--- src/rtl/rdq_pkg.sv ---
package rdq_pkg;
  // register map, offsets are decoded by the register port
  localparam int ADDR_DLY  = 0;
  localparam int ADDR_SKIP = 1;
  // skip register bit positions
  localparam int SKIP_MAN_BIT  = 0;
  localparam int SKIP_EN_BIT   = 1;
  localparam int SKIP_AUTO_BIT = 2;
endpackage

--- src/rtl/rdq_ctrl_regs.sv ---
module rdq_ctrl_regs
  import rdq_pkg::*;
#(
  parameter int REG_W     = 8,
  parameter int ADDR_W    = 2,
  parameter int FIELD_MAX = 2,
  parameter int FW        = 2
) (
  input  logic              clk,
  input  logic              rst,
  input  logic              reg_wr,
  input  logic [ADDR_W-1:0] reg_addr,
  input  logic [REG_W-1:0]  reg_wdata,
  input  logic              init_capture,
  input  logic              phase_early,
  output logic [REG_W-1:0]  reg_rdata,
  output logic [FW-1:0]     dly_q,
  output logic              man_val,
  output logic              man_en,
  output logic              auto_q
);
  logic hit_dly, hit_skip, dly_ok;
  logic [REG_W-1:0] rd_mux;

  assign hit_dly  = (reg_addr == ADDR_W'(ADDR_DLY));
  assign hit_skip = (reg_addr == ADDR_W'(ADDR_SKIP));
  assign dly_ok   = (reg_wdata <= REG_W'(FIELD_MAX));

  // delay field carries no reset value: software programs it first
  always_ff @(posedge clk) begin
    if (reg_wr && hit_dly && dly_ok)
      dly_q <= reg_wdata[FW-1:0];
  end

  always_ff @(posedge clk) begin
    if (rst) begin
      man_val <= 1'b0;
      man_en  <= 1'b0;
      auto_q  <= 1'b0;
    end else begin
      if (reg_wr && hit_skip) begin
        man_val <= reg_wdata[SKIP_MAN_BIT];
        man_en  <= reg_wdata[SKIP_EN_BIT];
      end
      if (init_capture)
        auto_q <= phase_early;
    end
  end

  always_comb begin
    rd_mux = '0;
    if (hit_dly) begin
      rd_mux[FW-1:0] = dly_q;
    end else if (hit_skip) begin
      rd_mux[SKIP_MAN_BIT]  = man_val;
      rd_mux[SKIP_EN_BIT]   = man_en;
      rd_mux[SKIP_AUTO_BIT] = auto_q;
    end
  end

  always_ff @(posedge clk) begin
    if (rst) reg_rdata <= '0;
    else     reg_rdata <= rd_mux;
  end
endmodule

--- src/rtl/rdq_skip_sel.sv ---
module rdq_skip_sel #(
  parameter int FW = 2,
  parameter int DW = 2
) (
  input  logic [FW-1:0] dly_q,
  input  logic          man_en,
  input  logic          man_val,
  input  logic          auto_q,
  output logic [DW-1:0] d_req
);
  logic early;
  assign early = man_en ? man_val : auto_q;
  assign d_req = DW'(dly_q) + DW'(!early);
endmodule

--- src/rtl/rdq_tap_pipe.sv ---
module rdq_tap_pipe #(
  parameter int DATA_W = 32,
  parameter int MAXD   = 3,
  parameter int DW     = 2
) (
  input  logic              clk,
  input  logic              rst,
  input  logic              in_vld,
  input  logic [DATA_W-1:0] in_data,
  input  logic [DW-1:0]     d_req,
  output logic [DW-1:0]     d_eff,
  output logic              head_vld,
  output logic              out_vld,
  output logic [DATA_W-1:0] out_data
);
  // slot i hands its packet to the output register after i+1 edges
  logic              sl_v  [MAXD];
  logic [DATA_W-1:0] sl_d  [MAXD];
  logic              nx_v  [MAXD];
  logic [DATA_W-1:0] nx_d  [MAXD];
  logic [MAXD-1:0]   occ;
  logic [DW-1:0]     d_app;
  logic              busy, direct;

  genvar i;
  generate
    for (i = 0; i < MAXD; i++) begin : g_slot
      logic take;
      assign occ[i] = sl_v[i];
      assign take   = in_vld && (d_eff == DW'(i + 1));
      if (i == MAXD - 1) begin : g_top
        assign nx_v[i] = take;
        assign nx_d[i] = in_data;
      end else begin : g_mid
        assign nx_v[i] = take || sl_v[i+1];
        assign nx_d[i] = take ? in_data : sl_d[i+1];
      end
    end
  endgenerate

  assign busy     = |occ;
  assign head_vld = sl_v[0];
  // raise at once, lower only once the stages are empty
  assign d_eff    = (!busy || d_req >= d_app) ? d_req : d_app;
  assign direct   = in_vld && (d_eff == '0);

  always_ff @(posedge clk) begin
    if (rst) begin
      d_app   <= '0;
      out_vld <= 1'b0;
      for (int k = 0; k < MAXD; k++) sl_v[k] <= 1'b0;
    end else begin
      d_app   <= d_eff;
      out_vld <= direct || sl_v[0];
      for (int k = 0; k < MAXD; k++) sl_v[k] <= nx_v[k];
    end
  end

  always_ff @(posedge clk) begin
    out_data <= direct ? in_data : sl_d[0];
    for (int k = 0; k < MAXD; k++) sl_d[k] <= nx_d[k];
  end
endmodule

--- src/rtl/rdq_delay_eq.sv ---
module rdq_delay_eq #(
  parameter int DATA_W    = 32,
  parameter int REG_W     = 8,
  parameter int ADDR_W    = 2,
  parameter int FIELD_MAX = 2
) (
  input  logic              clk,
  input  logic              rst,
  input  logic              in_vld,
  input  logic [DATA_W-1:0] in_data,
  input  logic              init_capture,
  input  logic              phase_early,
  input  logic              reg_wr,
  input  logic [ADDR_W-1:0] reg_addr,
  input  logic [REG_W-1:0]  reg_wdata,
  output logic [REG_W-1:0]  reg_rdata,
  output logic              out_vld,
  output logic [DATA_W-1:0] out_data
);
  localparam int FW   = $clog2(FIELD_MAX + 1);
  localparam int MAXD = FIELD_MAX + 1;
  localparam int DW   = $clog2(MAXD + 1);

  logic [FW-1:0] dly_q;
  logic          man_val, man_en, auto_q;
  logic [DW-1:0] d_req, d_eff;
  logic          head_vld;

  rdq_ctrl_regs #(.REG_W(REG_W), .ADDR_W(ADDR_W), .FIELD_MAX(FIELD_MAX), .FW(FW)) regs_i (
    .clk(clk), .rst(rst), .reg_wr(reg_wr), .reg_addr(reg_addr), .reg_wdata(reg_wdata),
    .init_capture(init_capture), .phase_early(phase_early), .reg_rdata(reg_rdata),
    .dly_q(dly_q), .man_val(man_val), .man_en(man_en), .auto_q(auto_q)
  );

  rdq_skip_sel #(.FW(FW), .DW(DW)) sel_i (
    .dly_q(dly_q), .man_en(man_en), .man_val(man_val), .auto_q(auto_q), .d_req(d_req)
  );

  rdq_tap_pipe #(.DATA_W(DATA_W), .MAXD(MAXD), .DW(DW)) pipe_i (
    .clk(clk), .rst(rst), .in_vld(in_vld), .in_data(in_data), .d_req(d_req),
    .d_eff(d_eff), .head_vld(head_vld), .out_vld(out_vld), .out_data(out_data)
  );
endmodule

--- config.mk ---
export PLATFORM = sky130hd
export DESIGN_NAME = rdq_delay_eq
export DESIGN_NICKNAME = d
export VERILOG_FILES = /design/src/rtl/rdq_pkg.sv /design/src/rtl/rdq_ctrl_regs.sv /design/src/rtl/rdq_skip_sel.sv /design/src/rtl/rdq_tap_pipe.sv /design/src/rtl/rdq_delay_eq.sv
export SDC_FILE = /design/constraint.sdc
export NUM_CORES = 1
export LEC_CHECK = 0
export CAP_MARGIN = 20
export CORE_ASPECT_RATIO = 2
export CORE_UTILIZATION = 32
export CTS_BUF_LIST = sky130_fd_sc_hd__clkbuf_2
export DETAILED_ROUTE_END_ITERATION = 6
export PLACE_DENSITY_LB_ADDON = 0.3
export REMOVE_ABC_BUFFERS = 1
export SETUP_SLACK_MARGIN = 0.2
export SLEW_MARGIN = 15
export SYNTH_ARGS = -nofsm -noshare
export SYNTH_HDL_FRONTEND = slang
export SYNTH_SLANG_ARGS = --single-unit
--- constraint.sdc ---
create_clock -name clk -period 6.3 [get_ports clk]
set_input_delay 1.26 -clock clk [delete_from_list [all_inputs] [get_ports clk]]
set_output_delay 1.26 -clock clk [all_outputs]
set_load 0.02 [all_outputs]
Word level (Yosys, flattened, before mapping)

Memories as Yosys holds them, arrays and structs flattened.
Index checks and enable logic that the tools add are counted.

Memories kept: 2
Word-level logic and storage cells: 53
Memory bits (writable): 99
Output and inout port bits: 41
Register bits: 48

Add/sub/neg operators: 1
Equal/unequal tests: 4
$lt $le $gt $ge: 2
Reductions and logical operators: 17
Bitwise operators: 4
Muxes and demuxes: 13

Memory list:

| name        | depth | bits a word | read ports | clocked after memory_dff | write ports | RTL line           | text |
|---|---|---|---|---|---|---|---|
| pipe_i.sl_d | 3     | 32          | 3          | 0                        | 3           | rdq_tap_pipe.sv:18 | `logic [DATA_W-1:0] sl_d [MAXD];` |
| pipe_i.sl_v | 3     | 1           | 3          | 0                        | 3           | rdq_tap_pipe.sv:17 | `logic sl_v [MAXD];` |

Operator list:

| operator           | number |
|---|---|
| $mux 32            | 3 |
| $le 8x2->1 const B | 1 |
| $logic_and 1x1->1  | 7 |
| $mux 1             | 7 |
| $reduce_or 3->1    | 2 |
| $eq 2x1->1 const B | 2 |
| $eq 2x2->1 const B | 2 |
| $logic_not 2->1    | 2 |
| $logic_or 1x1->1   | 4 |
| $mux 2             | 2 |
| $mux 3             | 1 |
| $or 1x1->1         | 3 |
| $add 2x1->2        | 1 |
| $ge 2x2->1         | 1 |
| $logic_not 1->1    | 2 |
| $not 1->1          | 1 |

Logic depth before layout (Yosys ltp)

Word-level depth: 10
Gate-level depth with buffers: 9
Mapped depth without buffers: 8

By module

From an unflattened synthesis, not the netlist that was laid out.

Cell total of the unflattened synthesis: 303
Area total of the unflattened synthesis: 4521.8 um^2

By module, submodules not included:

| module        | times used | cells an instance | seq. area each (um^2) | area an instance (um^2) |
|---|---|---|---|---|
| rdq_tap_pipe  | 1          | 267               | 2682.6                | 4127.7 |
| rdq_ctrl_regs | 1          | 33                | 180.2                 | 362.8 |
| rdq_skip_sel  | 1          | 3                 | 0.0                   | 31.3 |

Worst setup path after synthesis

OpenSTA, ideal clock, no wires.

Kind: register -> register
Start: register regs_i.man_en
End: register pipe_i.out_data[22]
Arrival time: 2.656 ns
Stages on the path, launching flop included: 10
Slack: 3.523 ns
Clock period less this slack: 2.777 ns
Path buffers: 1
Data required time: 6.179 ns
Cell sequence: dfxtp_1 -> mux2i_1 -> ha_1 -> xnor2_1 -> inv_1 -> ha_1 -> a211oi_4 -> mux2i_2 -> buf_6 -> mux2_2

Cells in the longest elaborated chain, start to end: 9

Ends and longest elaborated chain:

| what                   | RTL line            | text |
|---|---|---|
| from (decl)            | rdq_ctrl_regs.sv:19 | `output logic man_en,` |
| from (signal assigned) | rdq_ctrl_regs.sv:43 | `man_en <= reg_wdata[SKIP_EN_BIT];` |
| $mux 1 *               | rdq_skip_sel.sv:12  | `assign early = man_en ? man_val : auto_q;` |
| $logic_not 1->1 *      | rdq_skip_sel.sv:13  | `assign d_req = DW'(dly_q) + DW'(!early);` |
| $add 2x1->2 *          | rdq_skip_sel.sv:13  |  |
| $ge 2x2->1             | rdq_tap_pipe.sv:44  | `assign d_eff = (!busy \|\| d_req >= d_app) ? d_req : d_app;` |
| $logic_or 1x1->1       | rdq_tap_pipe.sv:44  |  |
| $mux 2 *               | rdq_tap_pipe.sv:44  |  |
| $logic_not 2->1 *      | rdq_tap_pipe.sv:45  | `assign direct = in_vld && (d_eff == '0);` |
| $logic_and 1x1->1 *    | rdq_tap_pipe.sv:45  |  |
| $mux 32 *              | rdq_tap_pipe.sv:60  | `out_data <= direct ? in_data : sl_d[0];` |
| to (signal assigned)   | rdq_tap_pipe.sv:60  |  |
| to (decl)              | rdq_tap_pipe.sv:14  | `output logic [DATA_W-1:0] out_data` |

Every way passes the cells marked *; elsewhere a longest branch is shown, timed or not.
A chain may end at the register's enable or synchronous reset.

Worst setup path after layout

Start: register regs_i.man_en
End: register pipe_i.out_data[2]

The elaborated chain is that of the path after synthesis.

==> results.toml <==
[global_routing]
antenna_found_initial = 1
grt_max_degree = 34
grt_overflow = 0
grt_usage_pct = 11.5
grt_pass1_vias = 2661
grt_pass1_wl_um = 12500

[timing]
layout_setup_ws_ns = 3.01
rsz0062_at_grt = "false"
drv_slew = 0
fin_tns_setup_ns = 0
hold_viol = 0
fin_skew_ns = 0.0269
period_share_pct = 52.2
period_needed_ns = 3.29
worstMarginPinSlew_ns = 0.651
hold_ws_ns = 0.456
setup_violations = 0
slew-limit-headroom_pct = 56.4
max_freq_mhz = 304

[synthesis]
yosysWarnings = 0
yosys-top-cells-area = "dfxtp_1 62%, mux2_2 23%, buf_6 2.3%, mux2_4 2.0%, edfxtp_1 1.3%"
synth_top_area_cell = "dfxtp_1"
netlist_area_um2 = 4490
synth_top_area_share_pct = 62.4
syn_avg_cell_area_um2 = 14.6
seq_area_frac_synth_pct = 63.8
ys_types = 29
synth_cells = 307
ys_ff_latch = 142

[routing]
vias_per_cell = 4.23
final_antenna_net_count = 0
drt_wl_total_um = 7960
post_drt_wl_per_cell_um = 13.3
dr.first_iter.drc_count = 56
drc = 0
num_vias = 2532
first_pass_iters = 4

[critical_path]
reg2reg_slack_ns = 3.01
cp-end-kind = "register"
crit_start = "regs_i.man_en"
reg2reg_to = "pipe_i.out_data[2]"
r2r_start = "regs_i.man_en"
crit_arrival_ns = 3.82
timing.critical_path.to = "pipe_i.out_data[2]"
path_max_fanout = 33
crit_required_ns = 6.84
critPathKind = "reg -> reg"
start_kind = "register"
ff2ff_path_depth = 9

[cells_and_area]
n_fill_cell = 1309
finish.instance_area_um2 = 5710
areaGrowthSynthToFinish_pct = 27.2
drive_above_1_share_pct = 33.1
post-route-util_pct = 42.0
fin_cells = 598
nets = 451
final_cell_mix = "140 x dfxtp_1, 90 x mux2_2, 83 x clkdlybuf4s50_1, 18 x clkbuf_2, 7 x nand3_1"
layout_commonest_cell = "dfxtp_1"

[clocking]
clock-sinks = 142
numCtsBuffers = 17
clock_latency_ns = 0.64
holdBufCountCts = 0
cts_setup_buffers = 0
path_clk_slew_ns = 0.20
tritoncts = "yes"
cts_max_level = 4
cts_buffer_depth = 2
cts_resized = 0
root_buffer = "clkbuf_2"

[floorplanning]
coreArea_um2 = 13600
std_cell_rows = 60
ios = 89
die_h_um = 170
start_util_pct = 33.0
fp.dieW_um = 85.8
die_area_um2 = 14500

[power_and_ir_drop]
leakage_nw = 2.21
ir_drop_v = 0.000200
power_density_nw_per_um2 = 306
power_mw = 1.75

[flow_run]
drv_cap = 0

[hold_path]
hp-class = "reg -> reg"

[placed_design]
place_inst = 567
gp_congestion = 0.756
place_area_um2 = 5470
dp_hpwl_um = 5150
dpl_worst_slack_ns = 2.99
port_buffers = 83

[status]
status = "finished clean"
-- Yosys cell counts --
cell,number
dfxtp_1,140
mux2_2,90
buf_6,9
nand3_1,7
mux2_4,6
buf_4,5
mux2i_1,5
nand2_1,5
a21oi_1,4
inv_1,4
nor3_1,4
ha_1,3
mux2i_2,3
nor2_1,3
clkbuf_1,2
edfxtp_1,2
nor4_1,2
o21ba_2,2
a211oi_1,1
a211oi_4,1
and3_1,1
conb_1,1
nand2b_1,1
nand2b_4,1
nand3b_1,1
nor2b_1,1
nor3b_1,1
or3_2,1
xnor2_1,1
-- state kept, by name (all words and copies together) (netlist names) --
name / flops
pipe_i.out_vld: 1
pipe_i.out_data: 32
regs_i.auto_q: 1
pipe_i.sl_v: 3
pipe_i.d_app: 2
regs_i.man_val: 1
regs_i.dly_q: 2
regs_i.man_en: 1
pipe_i.sl_d: 96
regs_i.reg_rdata: 3
-- routing by layer --
| layer | vias up | wire, um | global-route usage [%] |
|---|---|---|---|
| li1 | 1243 | - | - |
| met1 | 1207 | 3090 | 11.0 |
| met2 | 69 | 4310 | 20.9 |
| met3 | 13 | 380 | 3.99 |
| met4 | 0 | 176 | 6.81 |
| met5 | - | 0 | 0 |
-- area by class of cell --
cell class	instances	area, um2	area share, %
Tap cell	186	233	4.08
Inverter	4	15.0	0.263
Clock inverter	12	148	2.59
Clock buffer	18	90.1	1.58
Multi-Input combinational cell	149	1510	26.4
Sequential cell	142	2860	50.1
Antenna cell	1	2.50	0.0438
Timing Repair Buffer	86	853	14.9
-- report_power, final --
| group | total, mW | internal, mW | switching (mW) |
|---|---|---|---|
| Combinational | 0.231 | 0.134 | 0.0968 |
| Clock | 0.520 | 0.215 | 0.306 |
| Sequential | 0.998 | 0.977 | 0.0207 |
| Total | 1.75 | 1.33 | 0.423 |
-- worst min path at each step --
stage,from,endpoint,slack [ns],cells after the start
finish,pipe_i.sl_d[0][29],pipe_i.out_data[29],0.46,1
floorplan,pipe_i.sl_v[0][0],pipe_i.out_vld,0.42,2
global placement,pipe_i.sl_d[0][66],pipe_i.sl_d[0][34],0.44,1
detailed placement,pipe_i.sl_v[0][0],pipe_i.out_vld,0.44,2
CTS,pipe_i.sl_d[0][15],pipe_i.out_data[15],0.46,1
global route,pipe_i.sl_d[0][58],pipe_i.sl_d[0][26],0.47,1
-- critical path, cell delays in order, from the launching register on --
cell,delay [ns]
dfxtp_1,0.41
mux2i_1,0.21
ha_1,0.18
xnor2_1,0.17
inv_1,0.12
ha_1,0.32
a211oi_4,0.60
mux2i_4,0.32
buf_4,0.48
mux2_2,0.40
-- logic make-up (layout without fill, tap and decap cells) --
logic type,count (synthesis),count (layout),share of synthesized area (%)
flip-flops,142,142,63.8
AO/OA/AOI/OAI,8,8,1.51
multiplexers,104,104,26.6
XOR/XNOR,1,1,0.195
AND/OR/NAND/NOR,28,28,3.40
buffers and inverters,20,120,3.60
adder cells (fa/ha/maj),3,3,0.836
other,1,6,0.0835
Note: power is estimated with default switching activity, not from simulation.
